--- src/rtl/pq_pkg.sv ---
package pq_pkg;
  localparam int PAGE_BITS = 12;
  localparam logic [11:0] OFF_ZERO = 12'h000;
  localparam logic [11:0] OFF_PEEK = 12'h800;

  // Strobes from the decoder to the datapath
  typedef struct packed {
    logic       rd;       // any load: return data next cycle
    logic       rdPq;     // load returns the PQ of the addressed source
    logic       setPq;    // overwrite PQ with setVal
    logic [1:0] setVal;
    logic       eoi;      // end-of-interrupt step
    logic       swTrig;   // trigger step from a trigger-page store
  } pqStrobe_t;

  // Returns {forward, nextPq}; bit 1 of pq is P, bit 0 is Q
  function automatic logic [2:0] trigStep(input logic [1:0] pq);
    case (pq)
      2'b00:   trigStep = {1'b1, 2'b10};
      2'b10:   trigStep = {1'b0, 2'b11};
      default: trigStep = {1'b0, pq};
    endcase
  endfunction

  function automatic logic [2:0] eoiStep(input logic [1:0] pq);
    case (pq)
      2'b10:   eoiStep = {1'b0, 2'b00};
      2'b11:   eoiStep = {1'b1, 2'b10};
      default: eoiStep = {1'b0, pq};
    endcase
  endfunction
endpackage

--- src/rtl/pq_ctrl.sv ---
module pq_ctrl
  import pq_pkg::*;
#(
  parameter int IDX_W  = 4,
  parameter int ADDR_W = 1 + IDX_W + PAGE_BITS
) (
  input  logic              mmioValid,
  input  logic              mmioWrite,
  input  logic [ADDR_W-1:0] mmioAddr,
  output pqStrobe_t         strobe,
  output logic [IDX_W-1:0]  src
);
  logic [PAGE_BITS-1:0] offset;
  logic                 trigPage;

  assign offset   = mmioAddr[PAGE_BITS-1:0];
  assign trigPage = mmioAddr[ADDR_W-1];
  assign src      = mmioAddr[PAGE_BITS +: IDX_W];

  always_comb begin
    strobe = '0;
    if (mmioValid) begin
      if (!mmioWrite) begin
        strobe.rd = 1'b1;
        if (!trigPage) begin
          if (offset == OFF_PEEK) begin
            strobe.rdPq = 1'b1;
          end else if (offset[11:10] == 2'b11 && offset[7:0] == 8'h00) begin
            strobe.rdPq   = 1'b1;
            strobe.setPq  = 1'b1;
            strobe.setVal = offset[9:8];
          end
        end
      end else if (offset == OFF_ZERO) begin
        if (trigPage) strobe.swTrig = 1'b1;
        else          strobe.eoi    = 1'b1;
      end
    end
  end
endmodule

--- src/rtl/pq_datapath.sv ---
module pq_datapath
  import pq_pkg::*;
#(
  parameter int NUM_SRC = 16,
  parameter int IDX_W   = 4
) (
  input  logic               clk,
  input  logic               rstN,
  input  pqStrobe_t          strobe,
  input  logic [IDX_W-1:0]   src,
  input  logic [NUM_SRC-1:0] trigIn,
  input  logic [NUM_SRC-1:0] acceptOh,
  output logic [NUM_SRC-1:0] fwdPend,
  output logic               rdValid,
  output logic [63:0]        rdData
);
  logic [1:0]         pqQ [NUM_SRC];
  logic [NUM_SRC-1:0] fwdPendQ;

  for (genvar g = 0; g < NUM_SRC; g++) begin : gSrc
    logic       hit;
    logic [1:0] pqNext;
    logic       fwdNew;
    logic [2:0] step;

    assign hit = (src == IDX_W'(g));

    always_comb begin
      pqNext = pqQ[g];
      fwdNew = 1'b0;
      step   = '0;
      if (hit && strobe.setPq) pqNext = strobe.setVal;
      if (hit && strobe.eoi) begin
        step   = eoiStep(pqNext);
        pqNext = step[1:0];
        fwdNew = fwdNew | step[2];
      end
      if (hit && strobe.swTrig) begin
        step   = trigStep(pqNext);
        pqNext = step[1:0];
        fwdNew = fwdNew | step[2];
      end
      if (trigIn[g]) begin
        step   = trigStep(pqNext);
        pqNext = step[1:0];
        fwdNew = fwdNew | step[2];
      end
    end

    always_ff @(posedge clk) begin
      if (!rstN) begin
        pqQ[g]      <= 2'b00;
        fwdPendQ[g] <= 1'b0;
      end else begin
        pqQ[g]      <= pqNext;
        fwdPendQ[g] <= (fwdPendQ[g] & ~acceptOh[g]) | fwdNew;
      end
    end
  end

  always_ff @(posedge clk) begin
    if (!rstN) begin
      rdValid <= 1'b0;
      rdData  <= '0;
    end else begin
      rdValid <= strobe.rd;
      if (strobe.rd) begin
        rdData <= '0;
        if (strobe.rdPq && int'(src) < NUM_SRC) rdData[1:0] <= pqQ[src];
      end
    end
  end

  assign fwdPend = fwdPendQ;
endmodule

--- src/rtl/pq_rr_arb.sv ---
module pq_rr_arb #(
  parameter int NUM_SRC = 16,
  parameter int IDX_W   = 4
) (
  input  logic               clk,
  input  logic               rstN,
  input  logic [NUM_SRC-1:0] req,
  input  logic               ready,
  output logic               valid,
  output logic [IDX_W-1:0]   grant,
  output logic [NUM_SRC-1:0] acceptOh
);
  logic [IDX_W-1:0] ptrQ;
  logic             found;

  always_comb begin
    int idx;
    found = 1'b0;
    grant = '0;
    idx   = 0;
    for (int i = 0; i < NUM_SRC; i++) begin
      idx = int'(ptrQ) + i;
      if (idx >= NUM_SRC) idx = idx - NUM_SRC;
      if (!found && req[idx]) begin
        found = 1'b1;
        grant = IDX_W'(idx);
      end
    end
  end

  assign valid    = found;
  assign acceptOh = (valid && ready) ? (NUM_SRC'(1) << grant) : '0;

  // On a stall the pointer parks on the grant so the offer stays put
  always_ff @(posedge clk) begin
    if (!rstN) begin
      ptrQ <= '0;
    end else if (valid) begin
      if (!ready)                         ptrQ <= grant;
      else if (int'(grant) == NUM_SRC-1)  ptrQ <= '0;
      else                                ptrQ <= grant + IDX_W'(1);
    end
  end
endmodule

--- src/rtl/pq_state_buffer.sv ---
module pq_state_buffer
  import pq_pkg::*;
#(
  parameter int NUM_SRC = 16,
  localparam int IDX_W  = (NUM_SRC > 1) ? $clog2(NUM_SRC) : 1,
  localparam int ADDR_W = 1 + IDX_W + PAGE_BITS
) (
  input  logic               clk,
  input  logic               rstN,
  input  logic [NUM_SRC-1:0] trigIn,
  input  logic               mmioValid,
  input  logic               mmioWrite,
  input  logic [ADDR_W-1:0]  mmioAddr,
  output logic               mmioRvalid,
  output logic [63:0]        mmioRdata,
  output logic               fwdValid,
  input  logic               fwdReady,
  output logic [IDX_W-1:0]   fwdSrc
);
  pqStrobe_t          strobe;
  logic [IDX_W-1:0]   accSrc;
  logic [NUM_SRC-1:0] fwdPend;
  logic [NUM_SRC-1:0] acceptOh;

  pq_ctrl #(.IDX_W(IDX_W), .ADDR_W(ADDR_W)) i_ctrl (
    .mmioValid(mmioValid), .mmioWrite(mmioWrite), .mmioAddr(mmioAddr),
    .strobe(strobe), .src(accSrc)
  );

  pq_datapath #(.NUM_SRC(NUM_SRC), .IDX_W(IDX_W)) i_dp (
    .clk(clk), .rstN(rstN), .strobe(strobe), .src(accSrc), .trigIn(trigIn),
    .acceptOh(acceptOh), .fwdPend(fwdPend),
    .rdValid(mmioRvalid), .rdData(mmioRdata)
  );

  pq_rr_arb #(.NUM_SRC(NUM_SRC), .IDX_W(IDX_W)) i_arb (
    .clk(clk), .rstN(rstN), .req(fwdPend), .ready(fwdReady),
    .valid(fwdValid), .grant(fwdSrc), .acceptOh(acceptOh)
  );
endmodule

--- config.mk ---
export PLATFORM = sky130hd
export DESIGN_NAME = pq_state_buffer
export DESIGN_NICKNAME = d
export VERILOG_FILES = /design/src/rtl/pq_pkg.sv /design/src/rtl/pq_ctrl.sv /design/src/rtl/pq_datapath.sv /design/src/rtl/pq_rr_arb.sv /design/src/rtl/pq_state_buffer.sv
export SDC_FILE = /design/constraint.sdc
export NUM_CORES = 1
export LEC_CHECK = 0
export ABC_AREA = 0
export BUFFER_PORTS_ARGS = -buffer_cell sky130_fd_sc_hd__buf_4
export CAP_MARGIN = 20
export CELL_PAD_IN_SITES_DETAIL_PLACEMENT = 1
export CELL_PAD_IN_SITES_GLOBAL_PLACEMENT = 1
export CORE_MARGIN = 10
export CORE_UTILIZATION = 44
export CTS_BUF_LIST = sky130_fd_sc_hd__clkbuf_2
export CTS_CLUSTER_SIZE = 25
export DETAILED_ROUTE_END_ITERATION = 10
export PLACE_DENSITY = 0.8
export SLEW_MARGIN = 20
export SYNTH_ARGS = -nofsm -noshare
export SYNTH_HDL_FRONTEND = slang
export SYNTH_SLANG_ARGS = --single-unit
--- constraint.sdc ---
create_clock -name clk -period 8.1 [get_ports clk]
set_clock_uncertainty 0.05 [all_clocks]
set_input_delay 0.81 -clock clk [delete_from_list [all_inputs] [get_ports clk]]
set_output_delay 0.81 -clock clk [all_outputs]
set_load 0.03 [all_outputs]
Yosys cells after proc, flatten, opt, wreduce, memory -nomap -nowiden
Memory sizes are Yosys's and may differ from the RTL's. Index checks and enable logic that the tools add are counted.

Bits in registers: 23. Memory bits (writable): 32. Input port bits: 38. Output and inout port bits: 70. Word-level logic and storage cells: 698. Memories: 1.

Memories: i_dp.pqQ (depth 16, bits a word 2, read ports 17, clocked after memory_dff 0, write ports 16, RTL line pq_datapath.sv:17) `logic [1:0] pqQ [NUM_SRC];`.

$add $sub $neg: 32. Magnitude comparators: 32. Equality and inequality tests: 82. Shift-type cells: 1. Muxes and demuxes: 320. Bitwise logic cells: 96. Reductions and logical operators: 115.

Operator list (count): 32-bit by 6-bit less-than comparator with 1-bit output (second input constant) (16); 32-bit two-way mux (16); 32-bit by 6-bit greater-or-equal comparator with 1-bit output (second input constant) (15); 32-bit by 6-bit subtractor with 32-bit output (second input constant) (15); 3-bit case mux with 2 select lines (48); 2-bit two-way mux (83); 2-bit equality test (second input constant) (65); 1-bit two-way mux (101); 3-bit two-way mux (33); 4-bit two-way mux (20); 1-bit logical AND (65); 1-bit binary-select mux with 4-bit select (16); 2-bit logical NOT (32); 1-bit OR (64); 4-bit by 4-bit adder with 5-bit output (second input constant) (8); 4-bit equality test (second input constant) (8); 4-bit by 3-bit adder with 5-bit output (second input constant) (4); 1-bit AND (16); 4-bit by 3-bit equality test with 1-bit output (second input constant) (4); 16-bit two-way mux (1); 1-bit inverter (16); 1-bit by 4-bit << shifter with 16-bit output (first input constant) (1); 1-bit logical NOT (15); 12-bit equality test (second input constant) (1); 12 further kinds (15).

Longest topological paths before layout
Gate-level depths: netlist (run 1).

Depth after elaboration: 56. Mapped depth: 21. Depth with buffers taken out: 15.

Modules after synthesis
A second synthesis (run 1) with hierarchy kept.

Cells, all modules: 999. Area, all modules: 8124.0 µm².

Modules (own cells, without submodules): pq_datapath (instances 1, cells an instance 615, area each 4959.8 µm², sequential area each 1021.0 µm²); pq_rr_arb (instances 1, cells an instance 361, area each 3010.4 µm², sequential area each 80.1 µm²); pq_ctrl (instances 1, cells an instance 23, area each 153.9 µm², sequential area each 0.0 µm²).

Worst setup path after synthesis (run 1)
No wires, ideal clock.

Path kind: flip-flop to flip-flop. From: register i_arb.ptrQ[1]. To: register i_dp.fwdPendQ[10] (netlist: i_dp.fwdPend[10]). Library setup time: 0.132 ns. Arrival: 5.935 ns. Data required time: 7.918 ns. Path slack: 1.982 ns. Cell stages (with the launch flop): 20. Path buffers: 5. Clock period less this slack: 6.118 ns. Cells stage by stage: dfxtp_1 buf_2 buf_2 inv_1 ha_1 buf_2 clkbuf_1 mux4_2 mux4_2 or4_4 or4_4 or4_4 a32o_1 or2_1 buf_6 inv_1 ha_1 inv_1 o41ai_1 a21oi_1.

Longest elaborated chain between the ends: 56. Elaborated cells on any way between the ends: 179. Those cells by class: add/sub: 31; order compare: 16; shift: 1; mux: 97; bitwise: 3; reduce/logical: 31.

Ends and longest elaborated chain: start, declared (RTL line pq_rr_arb.sv:13) `logic [IDX_W-1:0] ptrQ;`; start signal, assigned (RTL line pq_rr_arb.sv:39) `if (!ready) ptrQ <= grant;`; start signal, assigned (RTL line pq_rr_arb.sv:41) `else ptrQ <= grant + IDX_W'(1);`; parallel branches: the longest is 50 deep, another holds 32-bit by 6-bit subtractor with 32-bit output; 4-bit two-way mux * (RTL line pq_rr_arb.sv:24) `if (!found && req[idx]) begin`; named net fwdSrc[1] (RTL line pq_state_buffer.sv:18) `output logic [IDX_W-1:0] fwdSrc`; 1-bit by 4-bit << shifter with 16-bit output * (RTL line pq_rr_arb.sv:32) `assign acceptOh = (valid && ready) ? (NUM_SRC'(1) << grant) : '0;`; 16-bit two-way mux * (RTL line pq_rr_arb.sv:32); 1-bit inverter * (RTL line pq_datapath.sv:56) `fwdPendQ[g] <= (fwdPendQ[g] & ~acceptOh[g]) | fwdNew;`; 1-bit AND * (RTL line pq_datapath.sv:56); 1-bit OR * (RTL line pq_datapath.sv:56); end signal, assigned by index (RTL line pq_datapath.sv:56); end, declared (RTL line pq_datapath.sv:18) `logic [NUM_SRC-1:0] fwdPendQ;`.

Mark *: on every way through the listed nets, which the timed path passes. The select of a mux whose other input is x is not followed. A chain may end at the register's enable or synchronous reset.

Worst setup path after layout (run 1)
From: register i_arb.ptrQ[0]. To: output port fwdSrc[1].

Longest elaborated chain between the ends: 51. Elaborated cells on any way between the ends: 172. Those cells by class: add/sub: 31; order compare: 16; mux: 95; reduce/logical: 30.

Ends and longest elaborated chain (RTL line): parallel branches: the longest is 50 deep, another holds 32-bit by 6-bit subtractor with 32-bit output; 4-bit two-way mux * (pq_rr_arb.sv:24); end, declared (pq_state_buffer.sv:18).

Every way passes the cells marked *. The select of a mux whose other input is x is not followed.

==> flow_summary.yaml, run 1 <==
setup_path:
  worstPathCellList: "clkinv_1, ha_1, mux2_2, mux4_1, mux2i_1, buf_4, or4bb_1, or4_4, or4_4, a32o_1, or2_1, inv_1, buf_4"
  critPathSlowestCell: "ha_1"
  arrival_ns: 6.13
  path_class: "register to primary output"
  worstPathMaxFanout: 23
  cp.required_ns: 7.24
  cpPeakStageDelay_ns: 0.93
  start_kind: "register"
  crit_path_end_kind: "primary output"
logic_synthesis:
  synthTopCellsByArea: "dfxtp_1 (16%), mux4_2 (9.5%), buf_4 (6.6%), mux2i_1 (4.8%), a21oi_1 (4.3%)"
  synth_cell_types: 80
  synth_top_area_share_pct: 15.54
  ys_async_sr_fraction_pct: 0
  synth_warnings: 0
  synth-edff-count: 0
  postSynthCellCount: 894
  seq_area_frac_synth_pct: 15.54
  synth_area_um2: 7083
  syn_area_per_cell_um2: 7.923
  ys_ff_latch: 55
  synth.largest_area_cell: "dfxtp_1"
  synthFlopType: "dfxtp_1"
routing:
  drcViolationCount: 0
  vias_per_cell: 6.473
  drt_iter0_drc: 602
  route.met3.wl_um: 2308
  vias: 7269
  first_pass_iters: 5
  met1_length_um: 11050
  routedWlPerCell_um: 22.35
  wirelength_um: 25100
  antenna_left: 0
  met2WireLength_um: 11460
  routed.top_layer: "met4"
timing:
  rsz0062_at_grt: "no"
  finalSetupViolations: 0
  hold_viol: 0
  fmax_mhz: 143.1
  post-route-period-util_pct: 86.28
  period_needed_ns: 6.988
  worst_slack_ns: 1.112
  fin_setup_tns_ns: 0
  tightestPinTransition_ns: 0.9171
  drv_slew: 0
  maxSlewHeadroom_pct: 37.11
cts:
  tritoncts: "yes"
  cts_buffer_depth: 2
  h-tree-depth: 2
  clkLatencyLatePin_ns: 0.55
  postCtsSetupRepairBufs: 0
  holdBufCountCts: 0
  cts-root-buf: "clkbuf_2"
  cts_buffers: 5
  cts.reportedPaths.clkPinSlew_ns: 0.36
  ctsResizeCount: 0
  clock-sinks: 55
die:
  die_h_um: 146.9
  io_pins: 108
  die_area_um2: 21570
  fp.dieW_um: 146.9
  start_util_pct: 44.75
  core_um2: 15830
  rows: 46
placement:
  dp_hpwl_um: 18910
  numPortBuffers: 45
  globalplace.congestion: 0.9422
  post-place-ws_ns: 1.804
  placed_area_um2: 7308
final_layout:
  finalInstanceArea_um2: 7361
  multi_input_area_um2: 5381
  nets: 954
  ff_latch_area_um2: 1101
  final_common_cell: "nor2_1"
  fillers: 1984
  drive_gt1_share_pct: 15.12
  mostFrequentLayoutCells: "nor2_1 (79), nand2_1 (69), conb_1 (62)"
  synthToLayoutAreaGrowth_pct: 3.922
global_routing:
  overflow: 0
  grt_pass1_vias: 7070
  grt_pass1_wl_um: 39760
  antenna_found_initial: 1
  grt_max_degree: 40
  grt_use_total_pct: 22.31
flow_run:
  drv_cap: 0
power_and_ir_drop:
  p_per_area_nw_per_um2: 431.9
  power_mw: 3.179
  leakage_nw: 2.976
  ir_worst_vdd_v: 0.0004559
worst_hold_path:
  min_path_type: "register to register"
outcome:
  status: "completed"
-- cell usage after synthesis (12+ instances only) --
| cell | instances |
|---|---|
| nor2b_1 | 12 |
| nand3_1 | 42 |
| nand2b_1 | 14 |
| inv_1 | 39 |
| dfxtp_1 | 55 |
| a31oi_1 | 31 |
| mux4_2 | 30 |
| nor3_1 | 18 |
| nand2_1 | 69 |
| o21ai_0 | 47 |
| mux2i_1 | 34 |
| clkbuf_1 | 35 |
| mux2_2 | 24 |
| a21o_1 | 12 |
| nor2_1 | 79 |
| a21oi_1 | 61 |
| buf_4 | 62 |
-- worst paths after layout --
check / startpoint / to / slack [ns] / depth (start not counted)
worst max-delay path: i_arb.ptrQ[0] / fwdSrc[1] / 1.11 / 13
worst min-delay path: i_dp.rdData[1] / i_dp.rdData[1] / 0.43 / 2
worst max register to register: i_arb.ptrQ[0] / i_arb.ptrQ[2] / 1.69 / 16
worst min register to register: i_dp.rdData[1] / i_dp.rdData[1] / 0.43 / 2
-- layer usage --
metal / vias to the layer above / track usage, %
met2: 319 / 35.62
li1: 3334 / -
met3: 23 / 5.375
met5: - / 0
met1: 3593 / 30.20
met4: 0 / 3.754
-- power by group --
| group | leakage (nW) | switching [mW] | internal, mW | total (mW) |
|---|---|---|---|---|
| Combinational | 2.49 | 1.68 | 0.980 | 2.66 |
| Clock | 0.0292 | 0.110 | 0.0225 | 0.133 |
| Sequential | 0.456 | 0.0749 | 0.313 | 0.388 |
-- layout make-up --
class                           instances  area share (%)
Clock buffer                            5          0.3400
Sequential cell                        55           14.96
Tap cell                              216           3.672
Multi-Input combinational cell        748           73.11
Inverter                               42           2.142
Timing Repair Buffer                   53           5.405
Antenna cell                            1         0.03400
Clock inverter                          3          0.3400
-- registers in the layout (all words and copies together), names as in the netlist --
signal / flops
i_dp.rdData: 2
i_dp.fwdPend: 16
i_dp.rdValid: 1
i_dp.pqQ: 32
i_arb.ptrQ: 4
-- logic make-up after synthesis --
group,Yosys count,share of synthesized area [%]
mux,100,22.43
flops,55,15.55
other cells,1,0.05294
xor+xnor,12,1.484
buf+inv,152,11.80
compound gates,271,26.13
simple gates,291,20.47
fa+ha+maj,12,2.084
-- critical path: cells and delay by family (launching register included) --
family | cells | cell delay (ns)
AO/OA/AOI/OAI | 1 | 0.23
buffers and inverters | 4 | 0.71
adder cells (fa/ha/maj) | 1 | 0.93
flip-flops | 1 | 0.42
multiplexers | 3 | 1.21
AND/OR/NAND/NOR | 4 | 2.05
-- metrics by stage --
step	hold slack [ns]	instances	util, %
global placement	0.3980	1114	46.17
global route	0.4328	1123	46.51
finish	0.4347	1123	46.51
floorplan	0.4518	955	-
detailed placement	0.4106	1114	46.17
CTS	0.4393	1122	46.49
No activity file was read; power rests on OpenSTA's default activity.
==> inputs of run 2 (changes only) <==
--- a/config.mk
+++ b/config.mk
@@ -6,8 +6,7 @@
 export NUM_CORES = 1
 export LEC_CHECK = 0
 export ABC_AREA = 0
-export BUFFER_PORTS_ARGS = -buffer_cell sky130_fd_sc_hd__buf_4
-export CAP_MARGIN = 20
+export BUFFER_PORTS_ARGS = -buffer_cell sky130_fd_sc_hd__buf_2
 export CELL_PAD_IN_SITES_DETAIL_PLACEMENT = 1
 export CELL_PAD_IN_SITES_GLOBAL_PLACEMENT = 1
 export CORE_MARGIN = 10
==> run 2 against run 1 <==
Compared with the run above:
- final cell count unchanged
- hold slack got worse by 0.019 ns
- combinational power decreased by 2%
- critical path depth increased by 1
- largest cell class unchanged
- setup slack got worse by 0.52 ns
- fmax decreased by 6.9%
==> flow_summary.yaml, run 2 (synthesis gave the netlist of run 1 again) <==
setup_path:
  critPathSlowestCell: "mux2i_1"
  path_class: "register to primary output"
  crit_path_end_kind: "primary output"
  worstPathBufferInverterCount: 5
  start_kind: "register"
  worstPathMaxFanout: 30
  startpoint: "i_arb.ptrQ[1]"
  arrival_ns: 6.65
  cp.required_ns: 7.24
  worstPathCellList: "buf_4, inv_1, ha_1, buf_4, mux2_2, mux4_1, mux2i_1, or4bb_1, or4_4, or4_4, a32o_1, or2_1, inv_1, buf_2"
  crit_family: "simple AND/OR/NAND/NOR gates"
  reg2reg_from: "i_arb.ptrQ[1]"
  cpPeakStageDelay_ns: 0.69
final_layout:
  regMostFlops: "i_dp.pqQ"
  ff_latch_area_um2: 1101
  final_common_cell: "nor2_1"
  fin_util_pct: 45.79
  largest_reg_flops: 32
  finalInstanceArea_um2: 7248
  nets: 954
  synthToLayoutAreaGrowth_pct: 2.332
  mostFrequentLayoutCells: "nor2_1 (79), nand2_1 (69), conb_1 (62)"
  multi_input_area_um2: 5381
  fillers: 1984
  drive_gt1_share_pct: 15.12
placement:
  globalplace.congestion: 0.9254
  placed_area_um2: 7196
  numPortBuffers: 45
  dp_hpwl_um: 19300
timing:
  fin_setup_tns_ns: 0
  post-route-period-util_pct: 92.69
  fmax_mhz: 133.2
  tightestPinTransition_ns: 0.9440
  rsz0062_at_grt: "no"
  hold_viol: 0
  drv_slew: 0
  period_needed_ns: 7.508
  maxSlewHeadroom_pct: 35.27
  finalSetupViolations: 0
cts:
  clock-sinks: 55
  tritoncts: "yes"
  holdBufCountCts: 0
  cts.reportedPaths.clkPinSlew_ns: 0.33
  cts_buffers: 5
  cts_buffer_depth: 2
  ctsResizeCount: 0
  h-tree-depth: 2
  clkLatencyLatePin_ns: 0.58
  postCtsSetupRepairBufs: 0
  cts-root-buf: "clkbuf_2"
global_routing:
  grt_max_degree: 40
  grt_pass1_vias: 7153
  antenna_found_initial: 1
  grt_pass1_wl_um: 40800
  overflow: 0
  grt_use_total_pct: 22.95
routing:
  drt_iter0_drc: 767
  vias: 7389
  wirelength_um: 25750
  antenna_left: 0
  drcViolationCount: 0
  routedWlPerCell_um: 22.93
  vias_per_cell: 6.580
  first_pass_iters: 5
die:
  start_util_pct: 44.75
  die_area_um2: 21570
  io_pins: 108
  rows: 46
  die_h_um: 146.9
  core_um2: 15830
  fp.dieW_um: 146.9
power_and_ir_drop:
  power_frac_comb_pct: 83.3
  leakage_nw: 2.941
  clockPowerShare_pct: 4.2
  ir_worst_vdd_v: 0.0005816
  intPower_mw: 1.268
  swShare_pct: 59.72
  seqPwrFrac_pct: 12.5
  p_per_area_nw_per_um2: 434.4
  p_sw_mw: 1.880
worst_hold_path:
  min_path_type: "input port to register"
  min-delay-start: "trigIn[12]"
flow_run:
  drv_cap: 0
outcome:
  status: "completed"
[run 2: cell types whose count changed in the layout (fill, tap and decap cells not counted)]
cell	delta
buf_4	-45
buf_2	+45
[run 2: metal layers]
| metal | vias to the layer above | global-route usage [%] | share of wire [%] |
|---|---|---|---|
| li1 | 3333 | - | - |
| met3 | 38 | 4.576 | 9.0 |
| met2 | 357 | 35.80 | 46 |
| met4 | 0 | 6.056 | 1.8 |
| met5 | - | 0 | 0 |
| met1 | 3661 | 31.51 | 44 |
[run 2: power groups by stage]
stage / combinational [mW] / clock, mW / sequential [mW]
finish: 2.62 / 0.134 / 0.393
global route: 2.84 / 0.147 / 0.397
CTS: 2.56 / 0.137 / 0.389
detailed placement: 2.55 / 0 / 0.395
global placement: 2.50 / 0 / 0.386
floorplan: 1.98 / 0 / 0.352
[run 2: final timing paths]
kind                                   endpoint  cells after the start  slack (ns)
worst max register to register    i_arb.ptrQ[2]                     17        1.21
worst max-delay path                  fwdSrc[1]                     14        0.59
worst min-delay path            i_dp.pqQ[12][0]                      3        0.42
worst min register to register   i_dp.rdData[1]                      2        0.43
[run 2: worst min-delay path: cells and delay by family]
family / cells / cell delay (ns)
compound gates: 1 / 0.07
buf+inv: 1 / 0.12
simple gates: 1 / 0.06
[run 2: layout make-up]
type	instances	share of cell area [%]
diodes	1	0.03452
clock buffers	5	0.3452
clock inverters	3	0.3452
inverters	42	2.175
multi-input cells	748	74.24
flip-flops and latches	55	15.19
well taps	216	3.729
repair buffers	53	3.936
[run 2: through the flow]
stage               hold slack (ns)  total power, mW  worst slack [ns]  std cells
floorplan                    0.4518            2.333             1.982        955
global placement             0.3938            2.887             1.513       1114
detailed placement           0.4041            2.945             1.290       1114
CTS                          0.3817            3.091            0.5992       1122
global route                 0.4076            3.386            0.2262       1123
finish                       0.4158            3.148            0.5918       1123
